==> src/rtl/spaf_pkg.sv <==
// Package: shared constants, access-target type and the default
// bit-to-group table builder for the secure/privileged access filter.
// Assumes the group table fits in MAP_MAX bits.
package spaf_pkg;

    localparam int MAP_MAX       = 4096;
    localparam int GRP_LOWPWR    = 0;
    localparam int GRP_WAKEUP    = 1;
    localparam int GRP_VMON      = 2;
    localparam int GRP_BATT      = 3;
    localparam int GRP_IOPULL    = 4;
    localparam int PRIV_SEC_BIT  = 0;
    localparam int PRIV_NSEC_BIT = 1;

    typedef enum logic [1:0] {
        TGT_NONE,
        TGT_FILE,
        TGT_SECCFG,
        TGT_PRIVCFG
    } acc_target_e;

    // Builds the default table: low half -> group r mod ngrp,
    // third quarter -> group (r+1) mod ngrp, top quarter -> ungrouped.
    function automatic logic [MAP_MAX-1:0] default_map(int nreg, int dw, int gw, int ngrp);
        logic [MAP_MAX-1:0] m;
        int code;
        int pos;
        m = '0;
        for (int r = 0; r < nreg; r++) begin
            for (int b = 0; b < dw; b++) begin
                if (b < dw / 2)
                    code = r % ngrp;
                else if (b < (dw * 3) / 4)
                    code = (r + 1) % ngrp;
                else
                    code = (1 << gw) - 1;
                for (int k = 0; k < gw; k++) begin
                    pos = (r * dw + b) * gw + k;
                    if (pos < MAP_MAX)
                        m[pos] = code[k];
                end
            end
        end
        return m;
    endfunction

endpackage

==> src/rtl/spaf_decode.sv <==
// Address decoder: classifies an access address as register file,
// security configuration, privilege configuration or unused.
// Assumes the file occupies 0..NREG-1 and the two configuration
// registers follow it directly.
module spaf_decode #(
    parameter int NREG = 6,
    parameter int AW   = 3,
    parameter int RW   = 3
) (
    input  logic [AW-1:0]             addr,
    output spaf_pkg::acc_target_e     target,
    output logic [RW-1:0]             file_idx
);
    localparam logic [AW-1:0] SEC_A  = AW'(NREG);
    localparam logic [AW-1:0] PRIV_A = AW'(NREG + 1);

    // Classify address into its target.
    always_comb begin
        file_idx = addr[RW-1:0];
        if (addr < SEC_A)
            target = spaf_pkg::TGT_FILE;
        else if (addr == SEC_A)
            target = spaf_pkg::TGT_SECCFG;
        else if (addr == PRIV_A)
            target = spaf_pkg::TGT_PRIVCFG;
        else
            target = spaf_pkg::TGT_NONE;
    end
endmodule

==> src/rtl/spaf_cfg_regs.sv <==
// Configuration registers: holds the per-group security bits and the
// two privilege bits, applying the write rules for each.
// Assumes wr_sec / wr_priv are single-cycle write strobes that are
// already qualified by valid, write and address.
module spaf_cfg_regs #(
    parameter int NGRP = 5
) (
    input  logic            clk,
    input  logic            rst_n,
    input  logic            tz_enable,
    input  logic            wr_sec,
    input  logic            wr_priv,
    input  logic            acc_secure,
    input  logic            acc_priv,
    input  logic [NGRP-1:0] sec_wdata,
    input  logic [1:0]      priv_wdata,
    output logic [NGRP-1:0] sec_cfg_q,
    output logic            spriv_q,
    output logic            nspriv_q
);
    logic sec_ok;
    logic priv_any_ok;
    logic priv_sec_ok;

    // Write qualification for each configuration field.
    always_comb begin
        sec_ok      = wr_sec && tz_enable && acc_secure && (!spriv_q || acc_priv);
        priv_any_ok = wr_priv && acc_priv;
        priv_sec_ok = wr_priv && acc_priv && acc_secure;
    end

    // Security configuration storage.
    always_ff @(posedge clk) begin
        if (!rst_n)
            sec_cfg_q <= '0;
        else if (sec_ok)
            sec_cfg_q <= sec_wdata;
    end

    // Privilege configuration storage.
    always_ff @(posedge clk) begin
        if (!rst_n) begin
            spriv_q  <= 1'b0;
            nspriv_q <= 1'b0;
        end else begin
            if (priv_sec_ok)
                spriv_q <= priv_wdata[spaf_pkg::PRIV_SEC_BIT];
            if (priv_any_ok)
                nspriv_q <= priv_wdata[spaf_pkg::PRIV_NSEC_BIT];
        end
    end
endmodule

==> src/rtl/spaf_bit_policy.sv <==
// Per-bit policy: for the addressed register-file entry, derives the
// read and write masks from the group table, the security and
// privilege configuration and the access attributes.
// Assumes file_idx is meaningful only for register-file accesses;
// out-of-range indices fall back to entry 0.
module spaf_bit_policy #(
    parameter int   NREG = 6,
    parameter int   DW   = 32,
    parameter int   NGRP = 5,
    parameter int   GW   = 3,
    parameter int   RW   = 3,
    parameter logic [NREG*DW*GW-1:0] MAP = '0
) (
    input  logic            tz_enable,
    input  logic [NGRP-1:0] sec_cfg,
    input  logic            spriv,
    input  logic            nspriv,
    input  logic            acc_secure,
    input  logic            acc_priv,
    input  logic [RW-1:0]   file_idx,
    input  logic            is_status,
    output logic [DW-1:0]   rd_mask,
    output logic [DW-1:0]   wr_mask
);
    localparam int ROWW = DW * GW;
    localparam int NCODE = 1 << GW;

    logic [ROWW-1:0]  row;
    logic [NCODE-1:0] sec_ext;

    // Select the table row of the addressed register and pad the group bits.
    always_comb begin
        sec_ext = '0;
        sec_ext[NGRP-1:0] = sec_cfg;
        if (int'(file_idx) < NREG)
            row = MAP[int'(file_idx) * ROWW +: ROWW];
        else
            row = MAP[0 +: ROWW];
    end

    for (genvar b = 0; b < DW; b++) begin : g_bit
        logic [GW-1:0] code;
        logic          sec_bit;
        logic          need_pw;
        logic          need_pr;
        logic          dom_ok;

        // Resolve the security and privilege planes for this bit.
        always_comb begin
            code    = row[b*GW +: GW];
            sec_bit = tz_enable && (int'(code) < NGRP) && sec_ext[code];
            need_pw = sec_bit ? spriv : nspriv;
            need_pr = sec_bit ? spriv : (nspriv && !is_status);
            dom_ok  = !sec_bit || acc_secure;
            wr_mask[b] = dom_ok && (!need_pw || acc_priv);
            rd_mask[b] = dom_ok && (!need_pr || acc_priv);
        end
    end
endmodule

==> src/rtl/secpriv_access_filter.sv <==
// Top: secure/privileged access filter in front of a power-control
// register file. Passes permitted write bits through a per-bit mask,
// zeroes forbidden read bits, and serves the two configuration
// registers locally. Assumes one access per cycle and that the
// register file applies rf_wmask bit by bit.
module secpriv_access_filter #(
    parameter int NREG = 6,
    parameter int DW   = 32,
    parameter int NGRP = 5,
    parameter logic [NREG-1:0] STATUS_REGS = 6'b110000,
    parameter bit USE_DEFAULT_MAP = 1'b1,
    parameter logic [NREG*DW*$clog2(NGRP+1)-1:0] GRP_MAP = '0,
    localparam int AW = $clog2(NREG + 2),
    localparam int RW = (NREG > 1) ? $clog2(NREG) : 1
) (
    input  logic          clk,
    input  logic          rst_n,
    input  logic          tz_enable,
    input  logic          acc_valid,
    input  logic          acc_write,
    input  logic          acc_secure,
    input  logic          acc_priv,
    input  logic [AW-1:0] acc_addr,
    input  logic [DW-1:0] acc_wdata,
    output logic [DW-1:0] acc_rdata,
    output logic [RW-1:0] rf_addr,
    output logic          rf_wen,
    output logic [DW-1:0] rf_wmask,
    output logic [DW-1:0] rf_wdata,
    input  logic [DW-1:0] rf_rdata
);
    localparam int GW   = $clog2(NGRP + 1);
    localparam int MAPW = NREG * DW * GW;
    localparam logic [spaf_pkg::MAP_MAX-1:0] FULL_MAP =
        spaf_pkg::default_map(NREG, DW, GW, NGRP);
    localparam logic [MAPW-1:0] MAP = USE_DEFAULT_MAP ? FULL_MAP[MAPW-1:0] : GRP_MAP;

    spaf_pkg::acc_target_e target;
    logic [RW-1:0]   file_idx;
    logic [NGRP-1:0] sec_cfg_q;
    logic            spriv_q;
    logic            nspriv_q;
    logic [DW-1:0]   rd_mask;
    logic [DW-1:0]   wr_mask;
    logic            is_status;
    logic            wr_acc;
    logic            rd_acc;

    spaf_decode #(.NREG(NREG), .AW(AW), .RW(RW)) u_dec (
        .addr     (acc_addr),
        .target   (target),
        .file_idx (file_idx)
    );

    // Qualify access direction and the status-register flag.
    always_comb begin
        wr_acc    = acc_valid && acc_write;
        rd_acc    = acc_valid && !acc_write;
        is_status = (int'(file_idx) < NREG) ? STATUS_REGS[file_idx] : 1'b0;
    end

    spaf_cfg_regs #(.NGRP(NGRP)) u_cfg (
        .clk        (clk),
        .rst_n      (rst_n),
        .tz_enable  (tz_enable),
        .wr_sec     (wr_acc && (target == spaf_pkg::TGT_SECCFG)),
        .wr_priv    (wr_acc && (target == spaf_pkg::TGT_PRIVCFG)),
        .acc_secure (acc_secure),
        .acc_priv   (acc_priv),
        .sec_wdata  (acc_wdata[NGRP-1:0]),
        .priv_wdata (acc_wdata[1:0]),
        .sec_cfg_q  (sec_cfg_q),
        .spriv_q    (spriv_q),
        .nspriv_q   (nspriv_q)
    );

    spaf_bit_policy #(
        .NREG(NREG), .DW(DW), .NGRP(NGRP), .GW(GW), .RW(RW), .MAP(MAP)
    ) u_pol (
        .tz_enable  (tz_enable),
        .sec_cfg    (sec_cfg_q),
        .spriv      (spriv_q),
        .nspriv     (nspriv_q),
        .acc_secure (acc_secure),
        .acc_priv   (acc_priv),
        .file_idx   (file_idx),
        .is_status  (is_status),
        .rd_mask    (rd_mask),
        .wr_mask    (wr_mask)
    );

    // Register-file write path: masked, same cycle.
    always_comb begin
        rf_addr  = file_idx;
        rf_wdata = acc_wdata;
        rf_wmask = (wr_acc && target == spaf_pkg::TGT_FILE) ? wr_mask : '0;
        rf_wen   = |rf_wmask;
    end

    // Read return mux with read-as-zero filtering.
    always_comb begin
        acc_rdata = '0;
        if (rd_acc) begin
            unique case (target)
                spaf_pkg::TGT_FILE:    acc_rdata = rf_rdata & rd_mask;
                spaf_pkg::TGT_SECCFG:  if (tz_enable) acc_rdata[NGRP-1:0] = sec_cfg_q;
                spaf_pkg::TGT_PRIVCFG: begin
                    acc_rdata[spaf_pkg::PRIV_SEC_BIT]  = spriv_q;
                    acc_rdata[spaf_pkg::PRIV_NSEC_BIT] = nspriv_q;
                end
                default:               acc_rdata = '0;
            endcase
        end
    end
endmodule

==> config.mk <==
export PLATFORM = sky130hd
export DESIGN_NAME = secpriv_access_filter
export DESIGN_NICKNAME = d
export VERILOG_FILES = /design/src/rtl/spaf_pkg.sv /design/src/rtl/spaf_decode.sv /design/src/rtl/spaf_cfg_regs.sv /design/src/rtl/spaf_bit_policy.sv /design/src/rtl/secpriv_access_filter.sv
export SDC_FILE = /design/constraint.sdc
export NUM_CORES = 1
export LEC_CHECK = 0
export ABC_AREA = 1
export BUFFER_PORTS_ARGS = -buffer_cell sky130_fd_sc_hd__buf_2
export CORE_MARGIN = 2
export CORE_UTILIZATION = 38
export DETAILED_ROUTE_END_ITERATION = 6
export GPL_TIMING_DRIVEN = 0
export PLACE_DENSITY = 0.88
export SETUP_SLACK_MARGIN = 0.1
export SLEW_MARGIN = 20
export SYNTH_ARGS = -nofsm -noshare
export SYNTH_HDL_FRONTEND = slang
export SYNTH_SLANG_ARGS = --single-unit
==> constraint.sdc <==
create_clock -name clk -period 4.2 [get_ports clk]
set_input_delay 0.84 -clock clk [delete_from_list [all_inputs] [get_ports clk]]
set_output_delay 0.84 -clock clk [all_outputs]
set_load 0.005 [all_outputs]
After elaboration in Yosys (flattened, before gate mapping)
Memory sizes are Yosys's and may differ from the RTL's.
Index checks and enable logic that the tools add are counted.

cells by class
  bitwise logic cells = 1
  order comparisons = 67
  divide/modulo/power cells = 0
  add/subtract/negate cells = 0
  shift operators = 1
  equality and inequality tests = 5
  multiply operators = 1
  multiplexer cells = 140
  reductions and logical operators = 336

operators by type and width
  operator                                                                         count
  576-bit by 32-bit indexed part select with 96-bit output (first input constant)  1
  1-bit logical AND                                                                139
  3-bit by 4-bit less-than comparator with 1-bit output (second input constant)    33
  3-bit less-than comparator (second input constant)                               34
  1-bit logical NOT                                                                99
  1-bit two-way mux                                                                98
  1-bit logical OR                                                                 97
  1-bit binary-select mux with 3-bit select                                        32
  96-bit two-way mux                                                               1
  32-bit two-way mux                                                               2
  32-bit AND                                                                       1
  32-bit OR reduction                                                              1
  27-bit two-way mux                                                               1
  3-bit equality test (second input constant)                                      2
  2-bit two-way mux                                                                3
  2-bit case mux with 3 select lines                                               1
  3-bit case mux with 2 select lines                                               1
  3-bit by 2-bit multiplier with 5-bit output (second input constant)              1
  5-bit two-way mux                                                                1
  2-bit equality test (second input constant)                                      2
  2-bit by 1-bit equality test with 1-bit output (second input constant)           1

word-level totals
  output and inout bits = 100
  memory bits (read-only) = 8
  register bits after elaboration = 7
  memories = 1
  bits in writable memories = 0
  bits in latches = 0

memory list
  memory            words  bits a word  read ports  clocked after memory_dff  write ports  RTL line                     text
  (name not given)  8      1            1           0                         0            secpriv_access_filter.sv:59  is_status = (int'(file_idx) < NREG) ? STATUS_REGS[file_idx] : 1'b0;

Longest topological paths before layout
  depth after elaboration = 13
  depth in mapped cells = 14
  mapped depth without buffers = 13

Hierarchy
From an unflattened synthesis, not the netlist that was laid out.

unflattened totals
  cells, all modules = 415
  area, all modules = 2279.7 um^2

by module, submodules not included
  module                 seq. area each (um^2)  cells an instance  area an instance (um^2)  times used
  secpriv_access_filter  0.0                    234                1143.6                   1
  spaf_bit_policy        0.0                    125                764.5                    1
  spaf_cfg_regs          140.1                  49                 332.8                    1
  spaf_decode            0.0                    7                  38.8                     1

Worst setup path after synthesis
No wires, ideal clock.

  kind = input port to output port
  start = in acc_addr[1]
  end = out rf_wmask[17]
  arrival = 2.111 ns
  cell stages on the path = 14
  slack = 1.249 ns
  buffers on the path = 1
  cell sequence = inv_1 ha_1 nand2_1 nand2_1 nand2_1 nand2_1 nand3b_2 nand2_2 nand2_2 nand3_2 nand2_1 nand2_1 inv_1 buf_4

between the ends
  word-level cells in the longest chain between the ends = 11

RTL lines
  what                                                                                            RTL line                     text
  start, declared                                                                                 secpriv_access_filter.sv:23  input logic [AW-1:0] acc_addr,
  3-bit by 2-bit multiplier with 5-bit output                                                     spaf_bit_policy.sv:36        row = MAP[int'(file_idx) * ROWW +: ROWW];
  576-bit by 32-bit indexed part select with 96-bit output                                        spaf_bit_policy.sv:36
  96-bit two-way mux                                                                              spaf_bit_policy.sv:35        if (int'(file_idx) < NREG)
  1-bit binary-select mux with 3-bit select / 3-bit less-than comparator (equally long branches)  spaf_bit_policy.sv:51        sec_bit = tz_enable && (int'(code) < NGRP) && sec_ext[code];
  1-bit two-way mux (implied by the code) / 1-bit logical AND (equally long branches)             spaf_bit_policy.sv:51
  1-bit logical AND                                                                               spaf_bit_policy.sv:51
  1-bit two-way mux                                                                               spaf_bit_policy.sv:52        need_pw = sec_bit ? spriv : nspriv;
  1-bit logical NOT                                                                               spaf_bit_policy.sv:55        wr_mask[b] = dom_ok && (!need_pw || acc_priv);
  1-bit logical OR                                                                                spaf_bit_policy.sv:55
  1-bit logical AND                                                                               spaf_bit_policy.sv:55
  32-bit two-way mux (*)                                                                          secpriv_access_filter.sv:96  rf_wmask = (wr_acc && target == spaf_pkg::TGT_FILE) ? wr_mask : '0;
  end, declared                                                                                   secpriv_access_filter.sv:28  output logic [DW-1:0] rf_wmask,

Every way passes the cells marked *; elsewhere a longest branch is shown, timed or not. The select of a mux whose other input is x is not followed.

Worst setup path in the final report
  start = in acc_addr[0]
  end = out rf_wmask[22]

The elaborated chain is that of the path after synthesis.

==> out/metrics.yaml <==
synth_cells: 271
p_leak_nw: 1.57
synth_seq_cells: 7
drt_first_pass_iters: 4
holdBufCountCts: 0
antennaDiodeCount: 0
cts_buffer_depth: 2
start_kind: "input port"
post-route-util_pct: 60.4
cts.sinks: 7
ant_nets: 0
final_common_cell: "buf_2"
reg2reg_to: "u_cfg.sec_cfg_q[1]$_SDFFE_PN0P_"
cts.repair.resized: 0
die_w_um: 68.8
dp.cells: 467
antenna_found_initial: 0
ir_drop_v: 0.000163
crit_fanout: 8
grt_use_total_pct: 17.5
die_y_um: 68.8
crit_chain: "buf_2, inv_1, ha_1, nand2_1, nand2_1, nand2_1, nand2_1, nand3b_2, nand2_2, nand2_2, nand3_2, nand2_1, nand2_1, inv_1, buf_4, buf_2"
r2r-start: "u_cfg.spriv_q$_SDFFE_PN0P_"
layout_common_cells: "146 x buf_2, 66 x nand2_1, 65 x buf_4"
critPathSlowestCell: "ha_1"
maxCapViolations: 0
seq_area_frac_synth_pct: 8.79
hpwl_um: 4070
hp-class: "flip-flop to flip-flop"
pre_cts_ws_ns: 0.777
first_iter_violations: 96
placement.io_buffers: 146
yosys_warnings: 0
hold_start: "u_cfg.sec_cfg_q[4]$_SDFFE_PN0P_"
route.final.wire_length_um: 4690
r2r_cells: 7
critPathCaptureType: "primary output"
start_util_pct: 39.6
fin_area_mm2: 0.00243
tightest_slew_ns: 0.506
fin_skew_ns: 0.000228
finalCriticalPeriod_ns: 3.44
hold_viol_final: 0
r2r_slack_ns: 2.97
num_io_pins: 174
syn_area_mm2: 0.00159
synth_top_area_cell: "buf_4"
crit_type: "input port to primary output"
ff_latch_area_um2: 140
syn2layout_area_growth_pct: 52.6
root_buffer: "clkbuf_8"
grt_pass1_vias: 1573
via_count: 2002
wire_per_inst_um: 9.97
avgSynthCellArea_um2: 5.88
fin_ws_ns: 0.763
syn_nets: 348
multiInputGateArea_um2: 830
setup_tns_ns: 0
rows: 23
h-tree-depth: 1
holdPathEnd: "u_cfg.sec_cfg_q[4]$_SDFFE_PN0P_"
synthTopCellsByArea: "buf_4 31%, nand2_1 16%, nor2_1 9.4%, dfxtp_1 8.8%, nor2_4 6.4%"
postCtsSetupRepairBufs: 0
fill_cells: 396
cts_tree: "yes"
synth_top_area_share_pct: 30.6
synthDistinctLibCells: 23
path_common_cell: "nand2_1"
finalCritPeriodShare_pct: 81.8
rsz0062_at_grt: "no"
grt_max_degree: 18
required_ns: 3.36
grt-ovfl-total: 0
cp.arrival_ns: 2.60
grt_pass1_wl_um: 6380
dpl_cell_area_mm2: 0.00239
core_mm2: 0.00403
drc: 0
slowest_delay_ns: 0.33
outcome: "finished clean"
layout-drive-gt1-share_pct: 57.0
dieArea_mm2: 0.00473
setup_viol: 0
final_max_slew_viol_count: 0
p_per_area_mw_per_mm2: 142
gp_congestion: 0.867
layout.nets: 499
max_freq_ghz: 0.291
path_clk_slew_ns: 0.04
vias_per_cell: 4.25
clock_latency_ns: 0.23
whs_path_depth: 2
slew_headroom_pct: 66.1
cts_buffers: 3
stdcell_count: 471
routing by layer:
| layer | vias up | wire [µm] | track usage (%) | share of wire (%) |
|---|---|---|---|---|
| met1 | 842 | 1760 | 18.3 | 37 |
| met3 | 3 | 456 | 2.27 | 9.7 |
| met4 | 0 | 21 | 4.41 | 0.45 |
| li1 | 1062 | - | - | - |
| met2 | 95 | 2460 | 35.8 | 52 |
| met5 | - | 0 | 0 | 0 |
worst max-delay path by stage:
stage                 from            to  slack, ns
4_1_cts        acc_addr[0]  rf_wmask[22]       0.77
5_1_grt        acc_addr[0]  rf_wmask[19]       0.52
2_1_floorplan  acc_addr[1]  rf_wmask[17]       1.25
3_5_place_dp   acc_addr[0]  rf_wmask[22]       0.78
6_report       acc_addr[0]  rf_wmask[22]       0.76
3_3_place_gp   acc_addr[0]  rf_wmask[22]       0.82
worst max-delay path: cells and delay by family:
| kind | cells | cell delay [ns] |
|---|---|---|
| buffers and inverters | 5 | 0.70 |
| and+or+nand+nor | 10 | 0.73 |
| adders and majority gates | 1 | 0.33 |
logic make-up (layout without fill, tap and decap cells):
logic type | after synthesis | in the layout | synth area share, %
AO/OA/AOI/OAI | 22 | 22 | 7.54
buffers and inverters | 97 | 247 | 39.2
AND/OR/NAND/NOR | 142 | 142 | 42.2
flip-flops | 7 | 7 | 8.79
adder cells (fa/ha/maj) | 3 | 3 | 2.36
cells in the mapped netlist:
cell,count
and2_4,1
nor2_2,2
o21ai_1,1
o21ai_2,2
inv_1,26
buf_12,1
nand3_2,3
o21ai_0,10
nand2_1,66
nand2_4,1
nor2_1,40
nor3_1,3
nor2_4,9
nand3_1,13
dfxtp_1,7
clkbuf_1,2
inv_2,3
nand3b_2,1
nand2_2,3
a21oi_1,8
ha_1,3
o21a_1,1
buf_4,65
flip-flops by register name, summed over array words and instances (netlist names):
| signal | cells |
|---|---|
| u_cfg.sec_cfg_q | 5 |
| u_cfg.nspriv_q | 1 |
| u_cfg.spriv_q | 1 |
stage by stage:
| step | hold slack, ns | total power [mW] |
|---|---|---|
| CTS | 0.522 | 0.350 |
| floorplan | 0.455 | 0.175 |
| finish | 0.528 | 0.345 |
| global placement | 0.501 | 0.251 |
| detailed placement | 0.516 | 0.254 |
| global route | 0.551 | 0.374 |
power breakdown:
group | leakage, nW | switching [mW] | internal, mW
combinational | 1.49 | 0.0803 | 0.103
clock | 0.0228 | 0.0283 | 0.0656
sequential | 0.0564 | 0.000439 | 0.0672
total | 1.57 | 0.109 | 0.236
final cells by class:
class                           count  area share [%]
Multi-Input combinational cell    167            34.1
Timing Repair Buffer              146            30.0
Buffer                             68            21.2
Sequential cell                     7            5.76
Inverter                           29            4.48
Tap cell                           50            2.57
Clock buffer                        4            1.85
(Power assumes the default switching activity.)
